### config.mk
export PLATFORM = sky130hd
export DESIGN_NAME = q15_dual_mac
export DESIGN_NICKNAME = d
export VERILOG_FILES = /design/src/rtl/q15_mac_pkg.sv /design/src/rtl/q15_frac_mul.sv /design/src/rtl/q15_lane_sum.sv /design/src/rtl/q15_dual_mac.sv
export SDC_FILE = /design/constraint.sdc
export NUM_CORES = 2
export LEC_CHECK = 0
export BUFFER_PORTS_ARGS = -buffer_cell sky130_fd_sc_hd__buf_2
export CELL_PAD_IN_SITES_DETAIL_PLACEMENT = 0
export CELL_PAD_IN_SITES_GLOBAL_PLACEMENT = 1
export CORE_ASPECT_RATIO = 0.7
export CORE_UTILIZATION = 54
export DETAILED_ROUTE_END_ITERATION = 10
export GPL_ROUTABILITY_DRIVEN = 0
export PLACE_DENSITY_LB_ADDON = 0.1
export SLEW_MARGIN = 20
export SYNTH_ARGS = -nofsm -noshare
export SYNTH_HDL_FRONTEND = slang
export SYNTH_SLANG_ARGS = --single-unit
### constraint.sdc
create_clock -name clk -period 9.15 [get_ports clk]
set_clock_uncertainty 0.15 [all_clocks]
set_input_delay 0.4575 -clock clk [delete_from_list [all_inputs] [get_ports clk]]
set_output_delay 0.4575 -clock clk [all_outputs]
set_load 0.1 [all_outputs]
### src/rtl/q15_mac_pkg.sv
package q15_mac_pkg;
  typedef enum logic {
    FORM_LOAD = 1'b0,
    FORM_ACC  = 1'b1
  } mac_form_e;

  typedef enum logic {
    RANGE_WRAP  = 1'b0,
    RANGE_CLAMP = 1'b1
  } range_mode_e;
endpackage

### src/rtl/q15_frac_mul.sv
module q15_frac_mul #(
  parameter int EW = 16
) (
  input  logic [EW-1:0]  elem_a,
  input  logic [EW-1:0]  elem_b,
  output logic [2*EW:0]  prod_x2
);
  localparam int PW = 2 * EW;

  logic signed [EW-1:0] sa;
  logic signed [EW-1:0] sb;
  logic signed [PW-1:0] raw;

  always_comb begin
    sa      = elem_a;
    sb      = elem_b;
    raw     = sa * sb;
    // drop the duplicated sign bit: double the product, zero into the LSB
    prod_x2 = {raw, 1'b0};
  end
endmodule

### src/rtl/q15_lane_sum.sv
module q15_lane_sum
  import q15_mac_pkg::*;
#(
  parameter int AW = 32
) (
  input  logic [AW:0]    prod_x2,
  input  logic [AW-1:0]  acc_q,
  input  mac_form_e      form,
  input  range_mode_e    mode,
  output logic [AW-1:0]  res,
  output logic           ovf
);
  localparam int SW = AW + 2;
  localparam logic [AW-1:0] POS_LIM = {1'b0, {(AW-1){1'b1}}};
  localparam logic [AW-1:0] NEG_LIM = {1'b1, {(AW-1){1'b0}}};

  logic [SW-1:0] ext_p;
  logic [SW-1:0] ext_a;
  logic [SW-1:0] sum;
  logic [2:0]    guard;

  always_comb begin
    ext_p = {prod_x2[AW], prod_x2};
    ext_a = {{2{acc_q[AW-1]}}, acc_q};
    sum   = (form == FORM_ACC) ? (ext_a + ext_p) : ext_p;
    guard = sum[SW-1:AW-1];
    ovf   = !((&guard) || (~|guard));
    if (ovf && (mode == RANGE_CLAMP)) begin
      res = sum[SW-1] ? NEG_LIM : POS_LIM;
    end else begin
      res = sum[AW-1:0];
    end
  end
endmodule

### src/rtl/q15_dual_mac.sv
module q15_dual_mac
  import q15_mac_pkg::*;
#(
  parameter int EW    = 16,
  parameter int LANES = 2
) (
  input  logic                  clk,
  input  logic                  rst_n,
  input  logic                  in_valid,
  input  logic                  op_acc,
  input  logic                  op_sat,
  input  logic                  ovf_clr,
  input  logic [LANES*EW-1:0]   data_word,
  input  logic [LANES*EW-1:0]   coef_word,
  output logic                  out_valid,
  output logic [LANES*2*EW-1:0] acc_pair,
  output logic [LANES*EW-1:0]   hi_pair,
  output logic [LANES-1:0]      lane_ovf,
  output logic                  ovf_sticky
);
  localparam int AW = 2 * EW;

  mac_form_e   form;
  range_mode_e mode;

  logic [AW-1:0]    acc_q   [LANES];
  logic [AW-1:0]    acc_d   [LANES];
  logic [LANES-1:0] lane_ov;
  logic [LANES-1:0] ovf_q;
  logic [LANES-1:0] ovf_d;
  logic             sticky_q;
  logic             sticky_d;
  logic             vld_q;
  logic             vld_d;
  logic             acc_en;

  assign form   = mac_form_e'(op_acc);
  assign mode   = range_mode_e'(op_sat);
  assign acc_en = in_valid;

  for (genvar g = 0; g < LANES; g++) begin : g_lane
    logic [AW:0] px2;

    q15_frac_mul #(.EW(EW)) u_mul (
      .elem_a  (data_word[g*EW +: EW]),
      .elem_b  (coef_word[g*EW +: EW]),
      .prod_x2 (px2)
    );

    q15_lane_sum #(.AW(AW)) u_sum (
      .prod_x2 (px2),
      .acc_q   (acc_q[g]),
      .form    (form),
      .mode    (mode),
      .res     (acc_d[g]),
      .ovf     (lane_ov[g])
    );

    always_ff @(posedge clk or negedge rst_n) begin
      if (!rst_n) begin
        acc_q[g] <= '0;
      end else if (acc_en) begin
        acc_q[g] <= acc_d[g];
      end
    end

    assign acc_pair[g*AW +: AW] = acc_q[g];
    assign hi_pair[g*EW +: EW]  = acc_q[g][AW-1 -: EW];
  end

  // next-state for flags and valid
  always_comb begin
    vld_d    = in_valid;
    ovf_d    = in_valid ? lane_ov : ovf_q;
    sticky_d = (sticky_q && !ovf_clr) || (in_valid && (|lane_ov));
  end

  always_ff @(posedge clk or negedge rst_n) begin
    if (!rst_n) begin
      vld_q    <= 1'b0;
      ovf_q    <= '0;
      sticky_q <= 1'b0;
    end else begin
      vld_q    <= vld_d;
      ovf_q    <= ovf_d;
      sticky_q <= sticky_d;
    end
  end

  assign out_valid  = vld_q;
  assign lane_ovf   = ovf_q;
  assign ovf_sticky = sticky_q;
endmodule

==> flow_metrics.tcl <==
set metrics [dict create \
    grt_max_degree 69 \
    cts_root_buf "clkbuf_16" \
    cts_tree "yes" \
    regToRegSetupSlack_ps 5000 \
    drive_gt1_share_pct 13.0 \
    cp_common_cell "fa_1" \
    met2WireLength_um 29800 \
    die_height_um 189 \
    hold_viol 0 \
    endpoint "acc_pair[44]" \
    grt_pass1_wl_um 125000 \
    port_buffers 169 \
    cp_max_fo 16 \
    most-common-layout-cells "inv_1 (649), fa_1 (524), nand2_1 (341)" \
    clockBufferDepth 2 \
    detail_route.wl_per_cell_um 19.5 \
    syn_nets 3910 \
    path_depth 32 \
    ant_nets 0 \
    dieArea_mm2 0.0510 \
    antenna_found_initial 0 \
    fillCellCount 4450 \
    path_delay_family "adder cells" \
    m1WireLength_um 38300 \
    dr.max_layer_used "met5" \
    routed_via_density 5.57 \
    async_flop_share_pct 100 \
    placed_cells 3954 \
    rows 68 \
    path_buf_inv 6 \
    end_kind "flop" \
    setup_viol 0 \
    wl_um 77500 \
    htreeDepth 3 \
    core-area_mm2 0.0493 \
    max_stage_delay_ps 540 \
    firstDrtPassIters 7 \
    syn-cell-area_mm2 0.0271 \
    drv_slew 0 \
    place_area_mm2 0.0295 \
    max_clock_freq_ghz 0.113 \
    relSlewSlack_pct 33.4 \
    nNetsFinal 4129 \
    cp-start-kind "input port" \
    cts_sinks 68 \
    worstMarginPinSlew_ps 1000 \
    synth-main-ff-cell "dfrtp_1" \
    timing.final.crit_share_pct 96.9 \
    num_antenna_cells 0 \
    final_common_cell "inv_1" \
    avgSynthCellArea_um2 8.78 \
    reg2regPathDepth 13 \
    hpwl_um 66400 \
    required_ps 9270 \
    drc_errors 0 \
    holdCritPathClass "input port to asynchronous set/reset pin" \
    ys_seq_elements 68 \
    grt_remaining_overflow 0 \
    seq_area_frac_synth_pct 6.29 \
    yosys.cell_types.count 85 \
    post-route-min-period_ps 8860 \
    critPathArrivalTime_ps 8990 \
    grt_pass1_vias 22228 \
    vias 22128 \
    track_usage_pct 31.5 \
    die_w_um 270 \
    cp-startpoint "data_word[20]" \
    pin_count 170 \
    synthCells 3084 \
    yosys_warnings 0 \
    synth-edff-count 0 \
    drtIter0Drc 1930 \
    timing.rr.end "acc_pair[29]" \
    clk_pin_slew_ps 60 \
    fin_cells 3973 \
    cts_buffers 9 \
    hold_buffers 0 \
    initial_utilization_pct 54.9 \
    syn_to_final_growth_pct 10.6 \
    clock_latency_ps 360 \
    met3_length_um 8520 \
    reg2reg_from "acc_pair[1]" \
    crit_type "input port to flop" \
    cp_slowest_cell "fa_1" \
    fin_area_mm2 0.0299 \
    status "finished clean" \
    maxCapViolations 0 \
]
through the flow:
| step | setup slack [ps] | utilization (%) | hold slack [ps] | setup TNS [ps] |
|---|---|---|---|---|
| 4_1_cts | 124 | 60.3 | 146 | 0 |
| 2_1_floorplan | 382 | - | 11.9 | 0 |
| 6_report | 285 | 60.7 | 94.9 | 0 |
| 5_1_grt | -0.502 | 60.7 | 191 | -0.502 |
| 3_3_place_gp | -41.2 | 59.8 | 313 | -421 |
| 3_5_place_dp | -219 | 59.8 | 314 | -6300 |
worst min-delay path by stage:
| stage | to | slack, ps | depth (start not counted) |
|---|---|---|---|
| detailed placement | acc_pair[32] | 310 | 1 |
| global placement | acc_pair[32] | 310 | 1 |
| global route | acc_pair[24] | 190 | 1 |
| floorplan | acc_pair[0] | 10 | 0 |
| CTS | acc_pair[13] | 150 | 1 |
| finish | acc_pair[24] | 90 | 1 |
cells in the mapped netlist, types with 9 or more instances:
cell	number	area (µm²)
inv_1	650	2440
fa_1	526	10500
nand2_1	342	1280
and2_1	264	1650
ha_1	230	2880
a21oi_1	109	546
o21ai_0	105	526
nor2_1	99	372
clkbuf_1	97	364
xnor2_1	86	753
dfrtp_1	68	1700
a21o_1	45	338
a211oi_1	36	270
buf_4	34	255
xor2_1	32	280
o21a_1	27	203
nand2b_1	25	156
nand3_1	19	95.1
nor3_1	19	95.1
o221ai_1	17	149
mux2i_1	14	140
nand4_1	14	87.6
o221ai_2	14	210
a31oi_1	12	75.1
and3_1	12	75.1
o211ai_1	12	90.1
o21bai_1	12	90.1
a21boi_0	10	75.1
buf_2	9	45.0
nor2b_1	9	56.3
registers in the layout, summed over array words and instances (netlist names):
register,cells
acc_pair,64
lane_ovf,2
out_valid,1
ovf_sticky,1
area by class of cell:
class                   count  area, µm²  share of cell area (%)
flip-flops and latches     68       1700                    5.68
repair buffers            352       2310                    7.71
multi-input cells        2220      22400                    74.8
clock inverters             6       41.3                   0.138
well taps                 665        832                    2.78
clock buffers              10        229                   0.765
inverters                 652       2450                    8.17
routing by layer:
layer,up-vias,GRT usage (%)
met1,11083,51.6
li1,10086,-
met4,2,4.46
met5,-,1.41
met2,907,40.9
met3,50,8.38
timing repair:
| action | in CTS | in global routing |
|---|---|---|
| endpoints found under the hold margin | 0 | 0 |
| endpoints found under the setup margin | 0 | 67 |
| setup buffers | 0 | 3 |
| gates resized for setup | 0 | 39 |
kinds of logic (layout without fill, tap and decap cells):
group	Yosys count	in the layout	share of synthesized area [%]
buffers and inverters	796	1020	11.6
AOI/OAI and AO/OA	499	499	13.0
xor gates and xnor gates	118	118	3.82
muxes	19	19	0.726
and+or+nand+nor	828	828	15.1
DFF	68	68	6.29
adders and majority gates	756	756	49.5
Power is left out: the tool's default activity adds up to more than one toggle a clock period on the data nets, which glitch-free logic cannot reach.
